===== config.mk =====
export PLATFORM = sky130hd
export DESIGN_NAME = sleep_sram_ctrl
export DESIGN_NICKNAME = d
export VERILOG_FILES = /design/src/rtl/sleep_ctrl_pkg.sv /design/src/rtl/sleep_sync.sv /design/src/rtl/sleep_fsm.sv /design/src/rtl/sleep_array.sv /design/src/rtl/sleep_sram_ctrl.sv
export SDC_FILE = /design/constraint.sdc
export NUM_CORES = 1
export LEC_CHECK = 0
export BUFFER_PORTS_ARGS = -buffer_cell sky130_fd_sc_hd__clkbuf_2
export CAP_MARGIN = 40
export CORE_AREA = 2 2 373 375
export DETAILED_ROUTE_END_ITERATION = 12
export DIE_AREA = 0 0 375 377
export GPL_TIMING_DRIVEN = 0
export PLACE_DENSITY = 0.43
export SLEW_MARGIN = 20
export SYNTH_ARGS = -nofsm -noshare
export SYNTH_HDL_FRONTEND = slang
export SYNTH_HIERARCHICAL = 1
export SYNTH_SLANG_ARGS = --single-unit

===== constraint.sdc =====
create_clock -name clk -period 6.6 [get_ports clk]
set_clock_uncertainty 0.2 [all_clocks]
set_input_delay 0.99 -clock clk [delete_from_list [all_inputs] [get_ports clk]]
set_output_delay 0.99 -clock clk [all_outputs]
set_load 0.01 [all_outputs]

===== src/rtl/sleep_ctrl_pkg.sv =====
package sleep_ctrl_pkg;

  typedef enum logic [1:0] {
    PH_AWAKE = 2'd0,
    PH_ENTER = 2'd1,
    PH_SLEEP = 2'd2,
    PH_WAKE  = 2'd3
  } phase_e;

endpackage


===== src/rtl/sleep_sync.sv =====
module sleep_sync #(
  parameter int STAGES = 2
) (
  input  logic clk,
  input  logic rst_n,
  input  logic async_in,
  output logic sync_out
);

  localparam int LAST = STAGES - 1;

  logic [STAGES-1:0] chain_q;

  genvar gi;
  for (gi = 0; gi < STAGES; gi++) begin : g_stage
    if (gi == 0) begin : g_first
      always_ff @(posedge clk or negedge rst_n) begin
        if (!rst_n) chain_q[gi] <= 1'b0;
        else        chain_q[gi] <= async_in;
      end
    end else begin : g_rest
      always_ff @(posedge clk or negedge rst_n) begin
        if (!rst_n) chain_q[gi] <= 1'b0;
        else        chain_q[gi] <= chain_q[gi-1];
      end
    end
  end

  assign sync_out = chain_q[LAST];

endmodule


===== src/rtl/sleep_fsm.sv =====
module sleep_fsm
  import sleep_ctrl_pkg::*;
#(
  parameter int ENTRY_CYC = 2,
  parameter int WAKE_CYC  = 2
) (
  input  logic clk,
  input  logic rst_n,
  input  logic req_s,
  input  logic cmd_en,
  input  logic cmd_we,
  input  logic pipe_sel,
  input  logic rd_pending,
  output logic acc_rd,
  output logic acc_wr,
  output logic asleep,
  output logic recovering,
  output logic err_wr,
  output logic err_pend
);

  localparam int MAX_CYC = (ENTRY_CYC > WAKE_CYC) ? ENTRY_CYC : WAKE_CYC;
  localparam int CNT_W   = $clog2(MAX_CYC) + 1;
  localparam logic [CNT_W-1:0] ENTRY_LOAD = CNT_W'(ENTRY_CYC - 1);
  localparam logic [CNT_W-1:0] WAKE_LOAD  = CNT_W'(WAKE_CYC - 1);

  phase_e           phase_q, phase_d;
  logic [CNT_W-1:0] cnt_q, cnt_d;
  logic             err_wr_q, err_wr_d;
  logic             err_pend_q, err_pend_d;
  logic             gate_open;

  // command gating
  always_comb begin
    gate_open = (phase_q == PH_AWAKE) || (phase_q == PH_WAKE);
    acc_rd    = cmd_en && !cmd_we && gate_open;
    acc_wr    = cmd_en && cmd_we && (phase_q == PH_AWAKE);
  end

  // next state
  always_comb begin
    phase_d    = phase_q;
    cnt_d      = cnt_q;
    err_wr_d   = cmd_en && cmd_we && (phase_q == PH_WAKE);
    err_pend_d = (phase_q == PH_AWAKE) && req_s &&
                 (cmd_en || (pipe_sel && rd_pending));
    unique case (phase_q)
      PH_AWAKE: begin
        if (req_s) begin
          phase_d = PH_ENTER;
          cnt_d   = ENTRY_LOAD;
        end
      end
      PH_ENTER: begin
        if (cnt_q == '0) phase_d = PH_SLEEP;
        else             cnt_d   = cnt_q - 1'b1;
      end
      PH_SLEEP: begin
        if (!req_s) begin
          phase_d = PH_WAKE;
          cnt_d   = WAKE_LOAD;
        end
      end
      PH_WAKE: begin
        if (cnt_q == '0) phase_d = PH_AWAKE;
        else             cnt_d   = cnt_q - 1'b1;
      end
      default: phase_d = PH_AWAKE;
    endcase
  end

  // registers
  always_ff @(posedge clk or negedge rst_n) begin
    if (!rst_n) begin
      phase_q    <= PH_AWAKE;
      cnt_q      <= '0;
      err_wr_q   <= 1'b0;
      err_pend_q <= 1'b0;
    end else begin
      phase_q    <= phase_d;
      cnt_q      <= cnt_d;
      err_wr_q   <= err_wr_d;
      err_pend_q <= err_pend_d;
    end
  end

  assign asleep     = (phase_q == PH_SLEEP);
  assign recovering = (phase_q == PH_WAKE);
  assign err_wr     = err_wr_q;
  assign err_pend   = err_pend_q;

  // sleep is only reached through the entry window
  a_r4_sleep_after_entry: assert property (@(posedge clk) disable iff (!rst_n)
    $rose(asleep) |-> $past(phase_q) == PH_ENTER);

  // recovery always follows a sleep phase
  a_r6_recover_after_sleep: assert property (@(posedge clk) disable iff (!rst_n)
    $rose(recovering) |-> $past(asleep));

  // the pending error only appears as the entry window opens
  a_r10_pend_on_entry: assert property (@(posedge clk) disable iff (!rst_n)
    err_pend |-> (phase_q == PH_ENTER) && ($past(phase_q) == PH_AWAKE));

  // a blocked-write pulse is never raised outside recovery
  a_r8_err_from_recovery: assert property (@(posedge clk) disable iff (!rst_n)
    err_wr |-> $past(recovering));

endmodule


===== src/rtl/sleep_array.sv =====
module sleep_array #(
  parameter int ADDR_W = 6,
  parameter int DATA_W = 16
) (
  input  logic              clk,
  input  logic              rst_n,
  input  logic              wr_en,
  input  logic              rd_en,
  input  logic [ADDR_W-1:0] addr,
  input  logic [DATA_W-1:0] wdata,
  input  logic              pipe_sel,
  input  logic              drive_en,
  input  logic              no_write_window,
  output logic [DATA_W-1:0] rd_data,
  output logic              rd_valid,
  output logic              s1_valid
);

  localparam int DEPTH = 1 << ADDR_W;

  logic [DATA_W-1:0] mem_q [DEPTH];
  logic [DATA_W-1:0] s1_data_q, s2_data_q;
  logic              s1_v_q, s2_v_q;
  logic [DATA_W-1:0] sel_data;
  logic              sel_v;

  // storage: no reset, contents survive reset and sleep
  always_ff @(posedge clk) begin
    if (wr_en) mem_q[addr] <= wdata;
  end

  always_ff @(posedge clk) begin
    if (rd_en)  s1_data_q <= mem_q[addr];
    if (s1_v_q) s2_data_q <= s1_data_q;
  end

  always_ff @(posedge clk or negedge rst_n) begin
    if (!rst_n) begin
      s1_v_q <= 1'b0;
      s2_v_q <= 1'b0;
    end else begin
      s1_v_q <= rd_en;
      s2_v_q <= s1_v_q;
    end
  end

  always_comb begin
    sel_v    = pipe_sel ? s2_v_q : s1_v_q;
    sel_data = pipe_sel ? s2_data_q : s1_data_q;
    rd_valid = sel_v && drive_en;
    rd_data  = rd_valid ? sel_data : '0;
  end

  assign s1_valid = s1_v_q;

  // the array is never written inside the recovery window
  a_r8_no_write_in_recovery: assert property (@(posedge clk) disable iff (!rst_n)
    no_write_window |-> !wr_en);

  // no access reaches the array while outputs are withdrawn
  a_r5_no_access_asleep: assert property (@(posedge clk) disable iff (!rst_n)
    !drive_en |-> !rd_en && !wr_en);

endmodule


===== src/rtl/sleep_sram_ctrl.sv =====
module sleep_sram_ctrl #(
  parameter int ADDR_W      = 6,
  parameter int DATA_W      = 16,
  parameter int SYNC_STAGES = 2,
  parameter int ENTRY_CYC   = 2,
  parameter int WAKE_CYC    = 2
) (
  input  logic              clk,
  input  logic              rst_n,
  input  logic              sleep_req,
  input  logic              pipe_sel,
  input  logic              cmd_en,
  input  logic              cmd_we,
  input  logic [ADDR_W-1:0] cmd_addr,
  input  logic [DATA_W-1:0] cmd_wdata,
  output logic [DATA_W-1:0] rd_data,
  output logic              rd_valid,
  output logic              rd_oe,
  output logic              asleep,
  output logic              recovering,
  output logic              err_wr_blocked,
  output logic              err_sleep_pending
);

  logic req_s;
  logic acc_rd, acc_wr;
  logic asleep_w, recovering_w;
  logic s1_valid;

  sleep_sync #(.STAGES(SYNC_STAGES)) u_sync (
    .clk      (clk),
    .rst_n    (rst_n),
    .async_in (sleep_req),
    .sync_out (req_s)
  );

  sleep_fsm #(.ENTRY_CYC(ENTRY_CYC), .WAKE_CYC(WAKE_CYC)) u_fsm (
    .clk        (clk),
    .rst_n      (rst_n),
    .req_s      (req_s),
    .cmd_en     (cmd_en),
    .cmd_we     (cmd_we),
    .pipe_sel   (pipe_sel),
    .rd_pending (s1_valid),
    .acc_rd     (acc_rd),
    .acc_wr     (acc_wr),
    .asleep     (asleep_w),
    .recovering (recovering_w),
    .err_wr     (err_wr_blocked),
    .err_pend   (err_sleep_pending)
  );

  sleep_array #(.ADDR_W(ADDR_W), .DATA_W(DATA_W)) u_array (
    .clk             (clk),
    .rst_n           (rst_n),
    .wr_en           (acc_wr),
    .rd_en           (acc_rd),
    .addr            (cmd_addr),
    .wdata           (cmd_wdata),
    .pipe_sel        (pipe_sel),
    .drive_en        (!asleep_w),
    .no_write_window (recovering_w),
    .rd_data         (rd_data),
    .rd_valid        (rd_valid),
    .s1_valid        (s1_valid)
  );

  assign rd_oe      = !asleep_w;
  assign asleep     = asleep_w;
  assign recovering = recovering_w;

endmodule


# ---- Word level (Yosys, flattened, before mapping)
# Memories as Yosys holds them, arrays and structs flattened. A register that Yosys moved wholly into a read port is not among the register bits.
# Cells that the tools add are included.
# Widths: inputs -> output; s select.
dict set report totals {
  word_cells 50
  inputBits 28
  out_inout_bits 22
  n_memories 1
  ramBits 1024
  reg_bits 26
}
dict set report classes {
  add_sub_neg 1
  n_eq_ne 8
  reduce_logical 18
  muxes 13
}
# memory depth word_bits rd rd_ports_with_merged_regs write_ports line_no
set memory_table {}
lappend memory_table {u_array.mem_q 64 16 1 1 1 sleep_array.sv:21} ;# logic [DATA_W-1:0] mem_q [DEPTH];
# cell n
set ops {}
lappend ops {{$mux 16} 2}
lappend ops {{$mux 2} 6}
lappend ops {{$logic_and 1x1->1} 9}
lappend ops {{$pmux 2 s4} 1}
lappend ops {{$ne 2x2->1 const B} 3}
lappend ops {{$pmux 2 s3} 1}
lappend ops {{$eq 2x2->1 const B} 2}
lappend ops {{$logic_not 2->1} 2}
lappend ops {{$ne 2x1->1 const B} 2}
lappend ops {{$reduce_and 4->1} 1}
lappend ops {{$mux 1} 3}
lappend ops {{$reduce_and 3->1} 1}
lappend ops {{$eq 2x1->1 const B} 1}
lappend ops {{$logic_not 1->1} 2}
lappend ops {{$logic_or 1x1->1} 2}
lappend ops {{$reduce_or 2->1} 1}
lappend ops {{$sub 2x1->2 const B} 1}

# ---- Depth between registers and ports, before layout
dict set report depth {
  depth_word 4
  ltp_mapped 11
  mapped_depth_nobuf 6
}

# ---- Hierarchy
# Netlist, hierarchy kept.
# module cells_each n_inst area_per_inst_um2
set modules_own_cells {}
lappend modules_own_cells {sleep_array 2321 1 40538.9}
lappend modules_own_cells {sleep_fsm 37 1 362.8}
lappend modules_own_cells {sleep_sync 2 1 50.0}
lappend modules_own_cells {sleep_sram_ctrl 1 1 3.8}

# ---- Worst setup path after synthesis
# Ideal clock, no wire load.
dict set report synth_path {
  path_kind {input to register}
  startpoint {in cmd_addr[2]}
  endpoint {mem u_array.mem_q[14][0], enable pin}
  path_buffers 6
  path_stages 8
  required_time_ns 6.011
  slack_ns 2.979
  arrival_ns 3.032
  path_cell_list {buf_6 -> buf_2 -> buf_4 -> buf_2 -> buf_2 -> buf_2 -> nand3_1 -> nor2_1}
}
# element line_no
set synth_lines {}
lappend synth_lines {{from (decl)} sleep_sram_ctrl.sv:14} ;# input logic [ADDR_W-1:0] cmd_addr,
lappend synth_lines {{to (decl)} sleep_array.sv:21}
# No word-level cell before the write port.

==> impl_metrics.tcl <==
set metrics [dict create \
    run_status "finished clean" \
    place.detailed.hpwl_mm 126 \
    power_leakage_nw 15.7 \
    grt_setup_unrepaired "false" \
    post_drt_wl_per_cell_um 39.7 \
    clock_tree.htree_level_count 3 \
    grt.met2_usage_pct 39.5 \
    via_count_of_the_first_global_routing_pass 25000 \
    post_synth_num_cell_types 64 \
    finalHoldViolations 0 \
    area.growth.synth_to_final_pct 22.1 \
    min-delay-path-class "register to register" \
    ys_dominant_reg_cell "sky130_fd_sc_hd__edfxtp_1" \
    total_power_mw 15.3 \
    synth.top_cell.area_share_pct 77.4 \
    portBuffers 47 \
    synth-async-reset-ratio_pct 0.938 \
    final-max-slew-violation-count 0 \
    drive_above_1_share_pct 21.8 \
    stdcell_area_um2 50000 \
    finalCoreUtilization_pct 36.5 \
    worst-path-max-fanout 10 \
    pin_count_of_the_biggest_net_entering_global_routing 65 \
    synth.ff_latch_count 1066 \
    netlist_area_um2 41000 \
    row_count 136 \
    cts_made_buffers 114 \
    synth_enable_flop_cells 1056 \
    gr-max-usage-layer "met2" \
    postSynthCellCount 2361 \
    setup_tns_ns 0 \
    grt.met1_usage_pct 34.2 \
    yosys-top-cells-count "sky130_fd_sc_hd__edfxtp_1, sky130_fd_sc_hd__a221oi_1, sky130_fd_sc_hd__nor2_1" \
    path_clk_slew_ns 0.06 \
    first_pass_grt_wire_length_mm 236 \
    synth_seq_area_share_pct 78.0 \
    tritoncts "built" \
    antenna_found_initial 20 \
    start_kind "primary input" \
    drv_cap 0 \
    drt_drc 0 \
    max-vdd-ir-drop_v 0.000205 \
    placed_instance_area_um2 46000 \
    detail_route.first_pass.iterations 5 \
    core_region_um2 137000 \
    global_route_met3_usage_pct 5.45 \
    critical_path_class "primary input to register" \
    route.vias.total 26800 \
    global_router_s_overall_resource_usage_pct 25.1 \
    power-per-cell-area_nw_per_um2 306 \
    place_congestion 0.913 \
    synth.top_cells.by_area "sky130_fd_sc_hd__edfxtp_1, sky130_fd_sc_hd__a221oi_1, sky130_fd_sc_hd__a22oi_1, sky130_fd_sc_hd__mux4_2, sky130_fd_sc_hd__mux2i_1" \
    route.detailed.vias_per_inst 5.90 \
    num-nets-final 2673 \
    yosysWarningCount 6 \
    root_driver "sky130_fd_sc_hd__clkbuf_16" \
    finalSetupViolCount 0 \
    grt_overflow_total 0 \
    totalWireLength_mm 180 \
    fill_cells 12700 \
    ant_nets 0 \
    clkSinkCount 1066 \
    initial_utilization_pct 29.9 \
    clock_path_buffers 3 \
    synth_top_cell_by_area "sky130_fd_sc_hd__edfxtp_1" \
    die-area_um2 141000 \
    i_o_pin_count 50 \
    critPathCaptureType "register" \
    critical_path_arrival_ns 4.98 \
    synth_most_common_cell "sky130_fd_sc_hd__edfxtp_1" \
    die-height_um 377 \
    die_x_um 375 \
    fmax_mhz 204 \
    fin_crit_ns 4.91 \
    post_cts.resized_instances 0 \
    worstMarginPinSlew_ns 0.991 \
    timing.slew.headroom_pct 33.2 \
    postSynthAreaPerCell_um2 17.3 \
    detail_route.iter0.violations 4180 \
    timing.critical_path.required_ns 6.67 \
    period_share_pct 74.4 \
    clk_latency_ns 0.72 \
    synth_fp_nets 2394 \
]
[layout make-up]
cell class	instances	area (um2)	share of cell area, %
flip-flops and latches	1066	32000	63.9
multi-input cells	1109	8620	17.2
clock buffers	140	2980	5.96
repair buffers	163	2500	5.00
well taps	1794	2240	4.49
plain buffers	177	871	1.74
clock inverters	75	810	1.62
inverters	9	33.8	0.0675
diodes	3	7.51	0.0150
[worst paths after layout]
path	startpoint	to	depth (start not counted)	slack [ns]
max in group asynchronous	rst_n	u_sync/chain_q[0]$_DFF_PN0_	2	5.51
worst min register to register	u_sync/chain_q[0]$_DFF_PN0_	u_sync/sync_out$_DFF_PN0_	0	0.17
worst max-delay path	cmd_addr[5]	u_array/s1_data_q[12]$_DFFE_PP_	10	1.69
worst min-delay path	u_sync/chain_q[0]$_DFF_PN0_	u_sync/sync_out$_DFF_PN0_	0	0.17
min in group asynchronous	rst_n	u_fsm/err_wr$_DFF_PN0_	2	0.48
worst max register to register	u_fsm/phase_q[1]$_DFFE_PN0P_	u_array/mem_q[58][7]$_DFFE_PP_	7	2.93
[worst max-delay path, cell delays in order]
cell	delay, ns
sky130_fd_sc_hd__clkbuf_2	0.12
sky130_fd_sc_hd__buf_2	0.26
sky130_fd_sc_hd__nor2_1	0.25
sky130_fd_sc_hd__nand2_1	0.56
sky130_fd_sc_hd__buf_2	0.58
sky130_fd_sc_hd__clkbuf_2	0.59
sky130_fd_sc_hd__o22ai_1	0.12
sky130_fd_sc_hd__o21ai_0	0.56
sky130_fd_sc_hd__o2111a_1	0.38
sky130_fd_sc_hd__nand4_1	0.53
[cells by family (layout without fill, tap and decap cells)]
kind of cell / Yosys count / count (layout) / share of synthesized area [%]
other: 0 / 3 / 0
multiplexers: 148 / 148 / 4.70
AND/OR/NAND/NOR: 334 / 334 / 3.64
flip-flops: 1066 / 1066 / 78.0
AO/OA/AOI/OAI: 622 / 622 / 11.3
buffers and inverters: 186 / 564 / 2.18
adder cells (fa/ha/maj): 5 / 5 / 0.153
[flip-flops by register name, indices dropped and copies added, names as in the netlist]
| register | cells |
|---|---|
| u_array/mem_q | 1024 |
| u_array/s1_data_q | 16 |
| u_array/s1_valid | 1 |
| u_array/s2_data_q | 16 |
| u_array/s2_v_q | 1 |
| u_fsm/cnt_q | 2 |
| u_fsm/err_pend | 1 |
| u_fsm/err_wr | 1 |
| u_fsm/phase_q | 2 |
| u_sync/chain_q | 1 |
| u_sync/sync_out | 1 |
[layout by cell type, fill, tap and decap left out, types with 42 or more instances in the layout]
cell and n:
sky130_fd_sc_hd__a221oi_1 190, sky130_fd_sc_hd__buf_2 88, sky130_fd_sc_hd__mux2i_1 67, sky130_fd_sc_hd__nand2_1 54, sky130_fd_sc_hd__a22oi_1 137, sky130_fd_sc_hd__clkbuf_16 114, sky130_fd_sc_hd__o21ai_0 80, sky130_fd_sc_hd__nor2_1 108
sky130_fd_sc_hd__a21oi_1 65, sky130_fd_sc_hd__buf_16 42, sky130_fd_sc_hd__clkbuf_1 85, sky130_fd_sc_hd__edfxtp_1 1056, sky130_fd_sc_hd__nor2_4 65, sky130_fd_sc_hd__mux2_2 50
[metal layers]
metal,up-vias,part of all wire [%]
met3,277,9.6
met1,14400,41
li1,10400,-
met2,1669,46
met5,-,0.057
met4,14,3.6
[per-stage QoR]
stage                     cells  hold slack, ns  setup slack (ns)
after floorplan            2361           0.131              2.98
after global placement     4202           0.146            -0.360
after detailed placement   4306           0.150              1.10
after CTS                  4522           0.137              1.88
after global routing       4534           0.167              1.75
final                      4536           0.167              1.69
[where the power goes]
group / internal, mW / switching [mW] / leakage (nW) / total (mW)
combinational: 0.316 / 0.866 / 4.23 / 1.18
sequential: 7.52 / 0.0360 / 9.62 / 7.56
clock: 3.83 / 2.73 / 1.86 / 6.56
total: 11.7 / 3.63 / 15.7 / 15.3
[what timing repair did]
action | 4_1_cts | 5_1_grt
endpoints found under the hold margin | 10 | 0
buffers inserted | 0 | 0
hold buffers | 1 | 0
No activity file was read; power rests on OpenSTA's default activity.
